**config.mk**
```make
export PLATFORM = sky130hd
export DESIGN_NAME = td_status_update
export DESIGN_NICKNAME = d
export VERILOG_FILES = /design/src/rtl/td_status_update.sv
export SDC_FILE = /design/constraint.sdc
export NUM_CORES = 1
export LEC_CHECK = 0
export BUFFER_PORTS_ARGS = -buffer_cell sky130_fd_sc_hd__buf_2
export CORE_ASPECT_RATIO = 0.75
export CORE_MARGIN = 5
export CORE_UTILIZATION = 30
export CTS_CLUSTER_SIZE = 14
export DETAILED_ROUTE_END_ITERATION = 12
export GPL_ROUTABILITY_DRIVEN = 0
export HOLD_SLACK_MARGIN = 0.03
export SYNTH_ARGS = -nofsm -noshare
export SYNTH_HDL_FRONTEND = slang
export SYNTH_SLANG_ARGS = --single-unit
```
**constraint.sdc**
```tcl
create_clock -name clk -period 3.3 [get_ports clk]
set_clock_uncertainty 0.1 [all_clocks]
set_input_delay 0.33 -clock clk [delete_from_list [all_inputs] [get_ports clk]]
set_output_delay 0.33 -clock clk [all_outputs]
set_load 0.01 [all_outputs]
```
**src/rtl/td_status_update.sv**
```systemverilog
module td_status_update #(
  parameter int LEN_W = 12
) (
  input  logic             clk,
  input  logic             rst_n,
  input  logic             in_valid,
  output logic             in_ready,
  input  logic [31:0]      in_ctrl,
  input  logic [31:0]      in_token,
  input  logic [2:0]       in_kind,
  input  logic [LEN_W-1:0] in_len,
  output logic             out_valid,
  input  logic             out_ready,
  output logic [31:0]      out_ctrl,
  output logic [7:0]       out_pid,
  output logic [6:0]       out_addr,
  output logic [3:0]       out_endp,
  output logic [10:0]      out_maxlen,
  output logic [1:0]       out_imask,
  output logic [1:0]       out_verdict,
  output logic             out_usberr,
  output logic             out_hcperr,
  output logic             out_wb
);
  localparam logic [7:0] PID_SETUP = 8'h2D;
  localparam logic [7:0] PID_IN    = 8'h69;
  localparam logic [7:0] PID_OUT   = 8'hE1;
  localparam logic [1:0] V_CONT = 2'd0, V_UNSUCC = 2'd1, V_HALT = 2'd2;
  localparam int B_TMO = 18, B_NAK = 19, B_BAB = 20, B_STL = 22, B_ACT = 23;
  localparam int B_IOC = 24, B_SPD = 29;

  logic [7:0]  pid;
  logic [10:0] maxlen;
  logic        pid_ok, overlong, setup, is_in;
  logic [31:0] nctrl;
  logic [1:0]  nimask, nverd, err;
  logic        nusb, nhcp;
  logic        take;

  assign pid      = in_token[7:0];
  assign maxlen   = in_token[31:21] + 11'd1;
  assign setup    = pid == PID_SETUP;
  assign is_in    = pid == PID_IN;
  assign pid_ok   = setup || is_in || pid == PID_OUT;
  assign overlong = is_in && (in_len > LEN_W'(maxlen));
  assign err      = in_ctrl[28:27];
  assign in_ready = !out_valid || out_ready;
  assign take     = in_valid && in_ready;

  always_comb begin
    nctrl  = in_ctrl;
    nimask = {1'b0, in_ctrl[B_IOC]};
    nverd  = V_UNSUCC;
    nusb   = 1'b0;
    nhcp   = 1'b0;
    if (!in_ctrl[B_ACT]) begin
      nverd = V_UNSUCC;
    end else if (!pid_ok) begin
      nhcp  = 1'b1;
      nverd = V_HALT;
    end else if ((in_kind == 3'd0 && overlong) || in_kind == 3'd3) begin
      nctrl[B_BAB] = 1'b1;
      nctrl[B_STL] = 1'b1;
      nctrl[B_ACT] = 1'b0;
      nverd = V_HALT;
    end else if (in_kind == 3'd0) begin
      nctrl[10:0]  = 11'(in_len - LEN_W'(1));
      nctrl[B_ACT] = 1'b0;
      if (is_in && in_ctrl[B_SPD] && in_len < LEN_W'(maxlen)) begin
        nimask[1] = 1'b1;
        nverd = V_UNSUCC;
      end else begin
        nverd = V_CONT;
      end
    end else if (in_kind == 3'd2) begin
      nctrl[B_STL] = 1'b1;
      nctrl[B_ACT] = 1'b0;
    end else if (in_kind == 3'd1 && !setup) begin
      nctrl[B_NAK] = 1'b1;
    end else begin
      if (in_kind == 3'd1) nctrl[B_NAK] = 1'b1;
      nctrl[B_TMO] = 1'b1;
      if (err != 2'd0) begin
        nctrl[28:27] = err - 2'd1;
        if (err == 2'd1) begin
          nctrl[B_ACT] = 1'b0;
          nusb = 1'b1;
        end
      end
    end
  end

  always_ff @(posedge clk) begin
    if (!rst_n) begin
      out_valid   <= 1'b0;
      out_ctrl    <= '0;
      out_pid     <= '0;
      out_addr    <= '0;
      out_endp    <= '0;
      out_maxlen  <= '0;
      out_imask   <= '0;
      out_verdict <= '0;
      out_usberr  <= 1'b0;
      out_hcperr  <= 1'b0;
      out_wb      <= 1'b0;
    end else if (take) begin
      out_valid   <= 1'b1;
      out_ctrl    <= nctrl;
      out_pid     <= pid;
      out_addr    <= in_token[14:8];
      out_endp    <= in_token[18:15];
      out_maxlen  <= maxlen;
      out_imask   <= nimask;
      out_verdict <= nverd;
      out_usberr  <= nusb;
      out_hcperr  <= nhcp;
      out_wb      <= nctrl != in_ctrl;
    end else if (out_ready) begin
      out_valid <= 1'b0;
    end
  end

  p_accept_r1: assert property (@(posedge clk) disable iff (!rst_n)
    in_valid && in_ready |=> out_valid);
  p_hold_r1: assert property (@(posedge clk) disable iff (!rst_n)
    out_valid && !out_ready |=> out_valid && $stable(out_ctrl) && $stable(out_verdict));
  p_halt_r8: assert property (@(posedge clk) disable iff (!rst_n)
    out_valid && out_verdict == V_HALT |->
      out_hcperr || (out_ctrl[B_BAB] && out_ctrl[B_STL] && !out_ctrl[B_ACT]));
  p_short_r7: assert property (@(posedge clk) disable iff (!rst_n)
    out_valid && out_imask[1] |->
      out_verdict == V_UNSUCC && out_pid == PID_IN && out_ctrl[B_SPD] && !out_ctrl[B_ACT]);
  p_usberr_r9: assert property (@(posedge clk) disable iff (!rst_n)
    out_valid && out_usberr |->
      !out_ctrl[B_ACT] && out_ctrl[28:27] == 2'd0 && out_ctrl[B_TMO] && out_verdict == V_UNSUCC);
  p_cont_r6: assert property (@(posedge clk) disable iff (!rst_n)
    out_valid && out_verdict == V_CONT |-> !out_ctrl[B_ACT] && out_wb && !out_hcperr);
  p_never3_r5: assert property (@(posedge clk) disable iff (!rst_n)
    out_valid |-> out_verdict != 2'd3);
endmodule

```
# == Word level (Yosys, flattened, before mapping) ==
# Cells that the tools add are included.
# Widths: inputs -> output; s select.
# op_classes
add_sub_neg,3
multipliers,0
n_div,0
order_cmp,2
n_eq_ne,8
shift,0
mux,52
bitwise_logic,0
reduce_logical,15
# ops
operator,count
$mux 11,4
$mux 2,16
$mux 1,30
$ne 18x18->1,1
$gt 12x11->1,1
$lt 12x11->1,1
$add 11x1->11 const B,1
$sub 11x1->11 const B,1
$eq 8x6->1 const B,1
$eq 8x7->1 const B,1
$eq 8x8->1 const B,1
$eq 3x2->1 const B,2
$logic_and 1x1->1,6
$mux 3,2
$logic_or 1x1->1,4
$reduce_bool 2->1,2
$eq 3x1->1 const B,1
$logic_not 3->1,1
$eq 2x1->1 const B,1
$logic_not 1->1,2
$sub 2x1->2 const B,1
# totals
register_bits,70
latch_bits,0
ramBits,0
romBits,0
input_bits,83
out_inout_bits,71
wordCells,91
mem_count,0

# == Logic depth before layout (Yosys ltp) ==
# Gate-level depths: netlist (run 1).
# depth
word_depth,10
ltp_mapped,12

# == Least setup slack after synthesis (run 1) ==
# OpenSTA, ideal clock, no wires.
# synth_timing
kind,input port to flip-flop
startpoint,input port in_token[23]
endpoint,register out_ctrl[1]
t_arrival_ns,2.397
path_slack_ns,0.702
path_stages,12
path_buffers,1
cell_sequence,and3_1 > and3_1 > nand3_1 > xor2_1 > ha_1 > a21o_1 > a211oi_1 > o21ai_1 > o21ai_2 > buf_2 > a21oi_1 > o41ai_1
# synth_via
elab_chain_cells,8
# synth_rtl
element,line,source
start: declaration,9,"input logic [31:0] in_token,"
$add 11x1->11,41,assign maxlen = in_token[31:21] + 11'd1;
$gt 12x11->1,45,assign overlong = is_in && (in_len > LEN_W'(maxlen));
$logic_and 1x1->1,45,
$logic_and 1x1->1,61,end else if ((in_kind == 3'd0 && overlong) || in_kind == 3'd3) begin
$logic_or 1x1->1,61,
$mux 11,61,
$mux 11,58,end else if (!pid_ok) begin
$mux 11,56,if (!in_ctrl[B_ACT]) begin
end signal: assignment,108,out_ctrl <= nctrl;
end: declaration,14,"output logic [31:0] out_ctrl,"
# No other way between the ends.
# A chain may end at the register's enable or synchronous reset.

# == Worst setup path after layout (run 1) ==
# Same ends and word-level chain as after synthesis.

==> results of run 1 <==
through the flow:
step,setup WS [ps],hold slack (ps),power (W)
global route,321,134,0.00252
finish,585,142,0.00239
detailed placement,269,342,0.00128
floorplan,702,326,0.00112
CTS,596,128,0.00243
global placement,287,339,0.00127
kinds of logic (layout without fill, tap and decap cells):
| group | count (synthesis) | in the layout | synth area share (%) |
|---|---|---|---|
| AND/OR/NAND/NOR | 190 | 190 | 26.7 |
| AO/OA/AOI/OAI | 107 | 107 | 18.9 |
| flip-flops | 69 | 69 | 40.7 |
| buffers and inverters | 35 | 178 | 4.24 |
| XOR/XNOR | 17 | 17 | 4.39 |
| adder cells (fa/ha/maj) | 13 | 13 | 4.79 |
| multiplexers | 1 | 1 | 0.295 |
synth_stat cells (2+ instances only):
cell type	instances	area share, %
nand3_1	19	2.8
clkbuf_1	16	1.8
buf_1	5	0.55
a311oi_1	3	0.77
or3_1	3	0.55
nor3_1	7	1.0
a211oi_1	12	2.7
nor2b_1	3	0.55
nor2_1	32	3.5
a32o_1	2	0.59
and3_1	7	1.3
o21ai_0	8	1.2
dfxtp_1	69	41
a21o_1	5	1.1
inv_1	7	0.77
and2_1	2	0.37
o21ai_1	3	0.44
buf_4	2	0.44
a31oi_1	11	2.0
or2_0	6	1.1
nand2_1	88	9.7
a21oi_1	55	8.1
nand4b_1	3	0.77
xor2_1	12	3.1
buf_2	4	0.59
ha_1	13	4.8
nand2b_1	3	0.55
and4_1	2	0.52
xnor2_1	5	1.3
nand4_1	4	0.74
power by group:
group	leakage (nW)	internal, W	switching, W	total (W)
Combinational	1.39	0.000146	0.000208	0.000354
Clock	0.172	0.000774	0.000353	0.00113
Sequential	0.569	0.000887	0.0000242	0.000911
flip-flops by register name (all words and copies together) (netlist names):
register	cells
out_endp	4
out_hcperr	1
out_addr	7
out_verdict	2
out_usberr	1
out_ctrl	32
out_maxlen	11
out_imask	1
out_wb	1
out_pid	8
out_valid	1
cell usage in the layout (no fill, tap or decap), drive strengths merged, types with 2 or more instances in the layout:
cell    synthesis  layout
dfxtp          69      69
a211oi         12      12
and3            7       7
a31oi          11      11
or3             4       4
a311oi          3       3
nand3          19      19
ha             13      13
inv             8       8
nor2           33      33
and4bb          2       2
or4             2       2
nand4b          3       3
or2             7       7
a21o            5       5
bufinv          0       3
and4            2       2
and2            2       2
nand2b          3       3
nand4           4       4
xnor2           5       5
clkbuf         16      11
nor2b           3       3
nor3            8       8
a21oi          55      55
buf            11     155
xor2           12      12
o21ai          12      12
nand2          88      88
a32o            2       2
area by class of cell:
cell class | count | area share [%]
inverter | 8 | 0.652
clock buffer | 11 | 5.49
multi-input combinational | 328 | 40.7
clock inverter | 4 | 2.07
sequential | 69 | 30.0
tap | 140 | 3.80
timing repair buffer | 155 | 17.3
layer usage:
layer | wire, microns | global-route usage [%]
met1 | 5070 | 20.6
met2 | 4890 | 24.8
met3 | 822 | 5.91
met4 | 182 | 5.03
met5 | 0 | 0
how the worst max path moves through the flow:
stage                          end
floorplan              out_ctrl[1]
global route           out_ctrl[1]
global placement    out_verdict[0]
detailed placement  out_verdict[0]
finish                 out_ctrl[1]
CTS                    out_ctrl[1]
worst max-delay path, stage by stage:
cell	delay [ps]
buf_2	120
and3_1	180
and3_1	210
nand3_1	110
xor2_1	220
ha_1	280
a21o_1	160
a211oi_1	270
o21ai_1	150
o21ai_2	120
buf_4	260
a21oi_1	100
o41ai_1	310
==> impl_results.md, run 1 <==
- Seq. cell area: approximately 1400 sq um
- Drt initial violations: between 100 and 150
- Final Net Count: between 600 and 700
- Mapped cell area: 3390 sq um
- Setup crit end kind: flip-flop
- Main synth FF type: dfxtp_1
- Via Count: 3526
- Setup_tns: 0 ps
- # rows: 33
- Post-synth EDFFs: 0
- WS Path Type: in -> reg
- WL per Instance: 15.3 microns
- Worst Setup SP: in_token[23]
- Final Max Slew Viols: 0
- CTS tree: yes
- Hold_buf cts: 0
- Synth warnings: 0
- VDD IR-drop max: roughly 0.00024 V
- Fin crit period: 2720 ps
- Post-DP Area: approximately 4300 sq um
- Layout area overhead: 35.7%
- Multi-input gate area: 1870 sq um
- Postcts setup bufs: 0
- Pin count of the biggest net entering global routing: 83
- Reg-to-reg endpoint: out_ctrl[6]
- R2R cell count: 6
- Vias per inst: 4.93
- Min-Delay Path Class: in -> reg
- Final worst-path cycle share: 82.3%
- Synth unique cells: 51
- Post_cts resized: 0
- Die H: between 100 and 150 microns
- Worst Max-Slew Pin Slew: between 600 and 700 ps
- Htree depth: 3
- Endpoints failing setup: 0
- Gr usage total: 15.9%
- Register area share after synthesis: between 40 and 50%
- Pwr dens: between 500 and 600 nW/um^2
- Hold path cells: 3
- Post-route core utilization: between 40% and 50%
- Finished Cell Area: between 4000 and 5000 sq um
- R2R Path Start: out_valid
- Initial core utilization: approximately 31%
- Syn Inst Count: 432
- Hold Path End: out_ctrl[15]
- Critical Path RT: about 3400 ps
- Worst reg2reg setup slack: 1380 ps
- WL final: roughly 11 mm
- Fin cells: roughly 700
- DRC Markers: 0
- Final Hold Fails: 0
- Mean Syn Cell Area: between 7 and 8 sq um
- Final HPWL DP: 8.31 mm
- Critical Path Start Type: input port
- Die width: 133 microns
- Boundary pin count: roughly 150
- Buffers on Ports: approximately 150
- First-pass GRT wire length: roughly 17 mm
- Placed Cells: 700
- Crit path DAT: 2830 ps
- Clock sink count: 69
- Antenna violations before repair: 0
- Drt first pass iters: 5
- CTS buffer count: 9
- Clk root buf: clkbuf_16
- Antenna-violating nets left: 0
- Rel. slew slack: just under 60%
- Status: finished, final reports clean
- Syn nets: 528
- Async set or reset register ratio after synthesis: 0%
- Clock Latency Late Sink: about 320 ps
- Filler cell count: between 1000 and 1500
- Maximum clock path buffer count: 2
- Critical-path maximum fanout: 24
- Highest Clock Rate: around 370 MHz
- Unrepaired setup endpoints after global routing: false
- Global route overflow: 0
- Core outline area: between 10000 and 15000 sq um
- Worst-path clk slew: about 60 ps
- Number of synthesized register bits: between 60 and 70
- Hold Crit Start: in_ctrl[15]
- Leak: between 2 and 2.5 nW
- Max_cap viols: 0
- Vias in the first global route: roughly 3400
- Die ar.: 13600 sq um
- N_diodes: 0
- Layout cells sized above 1: between 30% and 40%
Note: power is estimated with default switching activity, not from simulation.
==> run 2: changes to the inputs <==
--- a/config.mk
+++ b/config.mk
@@ -5,6 +5,7 @@
 export SDC_FILE = /design/constraint.sdc
 export NUM_CORES = 1
 export LEC_CHECK = 0
+export ABC_AREA = 1
 export BUFFER_PORTS_ARGS = -buffer_cell sky130_fd_sc_hd__buf_2
 export CORE_ASPECT_RATIO = 0.75
 export CORE_MARGIN = 5
==> constraint.sdc (replaced) <==
create_clock -name clk -period 2.2 [get_ports clk]
set_clock_uncertainty 0.1 [all_clocks]
set_input_delay 0.22 -clock clk [delete_from_list [all_inputs] [get_ports clk]]
set_output_delay 0.22 -clock clk [all_outputs]
set_load 0.01 [all_outputs]
==> run 2 against run 1 <==
  * The flow now finishes with violations (setup timing)
  * Via count increased by 21%
  * Synthesized cell count rose by 36%
  * Worst setup slack worse by 1000 ps
  * Final cell count is 34% higher
  * Critical path type unchanged
==> impl_results.md, run 2 <==
- Critical Path Start Type: input port
- Final worst-path cycle share: 119%
- Die ar.: roughly 15000 sq um
- Pwr dens: between 600 and 700 nW/um^2
- Adder-Cell Fraction of Synth Area: 4.23%
- Fin crit period: ~2600 ps
- Die H: roughly 110 microns
- Global route overflow: 0
- Clock Latency Late Sink: about 320 ps
- Register area share after synthesis: a little over a third
- CTS tree: yes
- Synth top cells by count: 114 x nor2_1, 101 x nand2_1, 72 x inv_1, 72 x o21ai_0, 69 x dfxtp_1
- Vias per inst: around 4.5
- Via Count: approximately 4300
- DRC Markers: 0
- Mux share of post-synthesis cell area: 0%
- Largest regs: out_ctrl: 32 flops, out_maxlen: 11 flops, out_pid: 8 flops
- Post-synth EDFFs: 0
- Core outline area: between 10000 and 15000 sq um
- Layout area overhead: 52.0%
- Synth Area in XOR/XNOR: around 3.2%
- Main synth FF type: dfxtp_1
- Syn Inst Count: 586
- Combinational share of power: about a fifth
- Setup crit end kind: flip-flop
- Vias in the first global route: slightly above 4000
- Buffers on Ports: about 150
- Min-Delay Path Class: in -> reg
- CTS buffer count: 9
- Drt first pass iters: 4
- Antenna violations before repair: 1
- Clock sink count: 69
- Fin cells: ~960
- Highest-count cells in the layout ignoring fill and taps: 148 x buf_2, 106 x nor2_1, 97 x nand2_1
- Synth unique cells: 29
- Top post-synthesis cells by area: dfxtp_1 36%, nor2_1 11%, nand2_1 9.9%, o21ai_0 9.4%, inv_1 7.0%
- Final HPWL DP: approximately 10 mm
- VDD IR-drop max: 0.000394 V
- Boundary pin count: approximately 150
- Most common cell in the synthesized netlist: nor2_1
- Switching share of power: between 20 and 30%
- Violated checks: setup timing
- Number of synthesized register bits: a little under 70
- Maximum clock path buffer count: 2
- Max_cap viols: 0
- Post-synth top area cell: dfxtp_1
- # rows: 35
- Status: complete, but fails checks
- Leak: approximately 3.0 nW
- Part of the power in registers: between 30 and 40%
- Die width: 141 microns
- Unrepaired setup endpoints after global routing: true
- Synth top area share: 35.9%
- Met1 Usage GRT: 22.8%
- Initial core utilization: roughly 31%
- Endpoints failing setup: 22
- Hold_buf cts: 0
- Worst-path clk slew: roughly 60 ps
- Antenna-violating nets left: 0
- Setup_tns: -5190 ps
- Layout cells sized above 1: 36.0%
- Mapped cell area: just under 4000 sq um
- First-pass GRT wire length: between 20 and 25 mm
- Grt met3 use: roughly 5.8%
- Pre-CTS setup slack: -1010 ps
- Reg with most FFs: out_ctrl
- Final Max Slew Viols: 0
- Rel. slew slack: 69.2%
- Pint: approximately 0.0025 W
- Drt initial violations: 211
- GR Util met2: approximately 25%
- Final Hold Fails: 0
- Synth warnings: 0
- P_sw: 0.000992 W
- Overall Power: between 0.003 and 0.004 W
- Critical Path RT: around 2400 ps
- Leading cell type in the layout, fill and taps excluded: buf_2
- Post-Synth Simple-Gate Area: between 20% and 30%
- Critical-path maximum fanout: 4
- Crit path DAT: around 2800 ps
- Final Net Count: 880
- Highest Clock Rate: around 380 MHz
- WL per Instance: 13.4 microns
- Clock share of power: roughly two fifths
- Gr usage total: between 10% and 20%
- Worst Max-Slew Pin Slew: around 460 ps
- Largest family of logic cells by synthesized area: simple AND/OR/NAND/NOR gates
- Pin count of the biggest net entering global routing: 50
- WS Path Type: in -> reg
- Largest register FFs: 32
- Compound-gate portion of the synthesized area: 17.2%
- Fin Hold WS: about 38 ps
- Final worst setup slack: -423 ps
- Htree depth: 3
- Mean Syn Cell Area: ~6.6 sq um
- WL final: between 10 and 15 mm
- Async set or reset register ratio after synthesis: 0%
- Syn nets: roughly 680
- Placed Cells: ~900
- Most used routing layer: met2
- Clk root buf: clkbuf_16
## run 2: cell count changes after synthesis, sizes merged, moves of 8 or more
cell | previous run | this run
nor2 | 33 | 118
inv | 8 | 75
o21ai | 12 | 74
a21oi | 55 | 29
nand2 | 88 | 102
a211oi | 12 | 0
nand3 | 19 | 27
o211ai | 1 | 9
## run 2: cell type report
class                      count  area (sq um)
clock buffer                  13           280
clock inverter                 3          17.5
antenna                        1          2.50
multi-input combinational    416          2360
fill                        1291          6550
timing repair buffer         212          1310
inverter                      76           285
sequential                    69          1380
tap                          166           208
## run 2: layer usage
metal | wire length [microns] | share of wire (%) | vias to the layer above
met3 | 890 | 6.9 | 12
met5 | 0 | 0 | -
met1 | 6120 | 48 | 1878
met2 | 5650 | 44 | 107
met4 | 187 | 1.5 | 0
li1 | - | - | 2276
## run 2: kinds of logic after synthesis
group           after synthesis
compound gates              123
xor+xnor                     14
fa+ha+maj                    13
buf+inv                     101
flops                        69
simple gates                266
## run 2: repair_timing
item | CTS | global route
resized for setup | 49 | 20
gates cloned | 0 | 0
endpoints found under the setup margin | 23 | 23
endpoints found under the hold margin | 0 | 0
pin swaps | 31 | 11
buffers inserted | 11 | 3
## run 2: critical path, cell delays in order
cell	delay [ps]
buf_8	80
ha_4	140
nand3_4	70
nor3_4	120
nand2_1	90
nor2_2	110
buf_4	120
xor2_1	150
inv_2	80
ha_4	270
nand2_2	40
nor2_2	110
nand2_1	80
nor2_2	100
nor2_2	60
nand2_4	80
nand3_4	100
buf_12	150
buf_6	120
o21bai_1	110
nand2_1	70
nand2_1	50
nor2_1	40
nand3_1	70
nor2_1	50
nor2_1	80
## run 2: final timing paths
path / depth (start not counted) / to / start / slack (ps)
worst max-delay path: 26 / out_wb / in_token[22] / -420
worst max register to register: 6 / out_pid[7] / out_valid / 650
worst min register to register: 2 / out_hcperr / out_hcperr / 360
worst min-delay path: 3 / out_endp[2] / in_token[17] / 40
## run 2: through the flow
stage               util (%)  cell area, sq um
floorplan                  -              3890
global placement        41.4              5130
detailed placement      41.4              5130
CTS                     46.2              5730
global route            47.1              5840
finish                  47.1              5840
## run 2: power by group through the flow
stage	sequential [W]	combinational (W)	clock, W
CTS	0.00140	0.000730	0.00144
detailed placement	0.00142	0.000689	0
global route	0.00141	0.000842	0.00148
global placement	0.00142	0.000686	0
finish	0.00140	0.000746	0.00140
floorplan	0.00146	0.000311	0
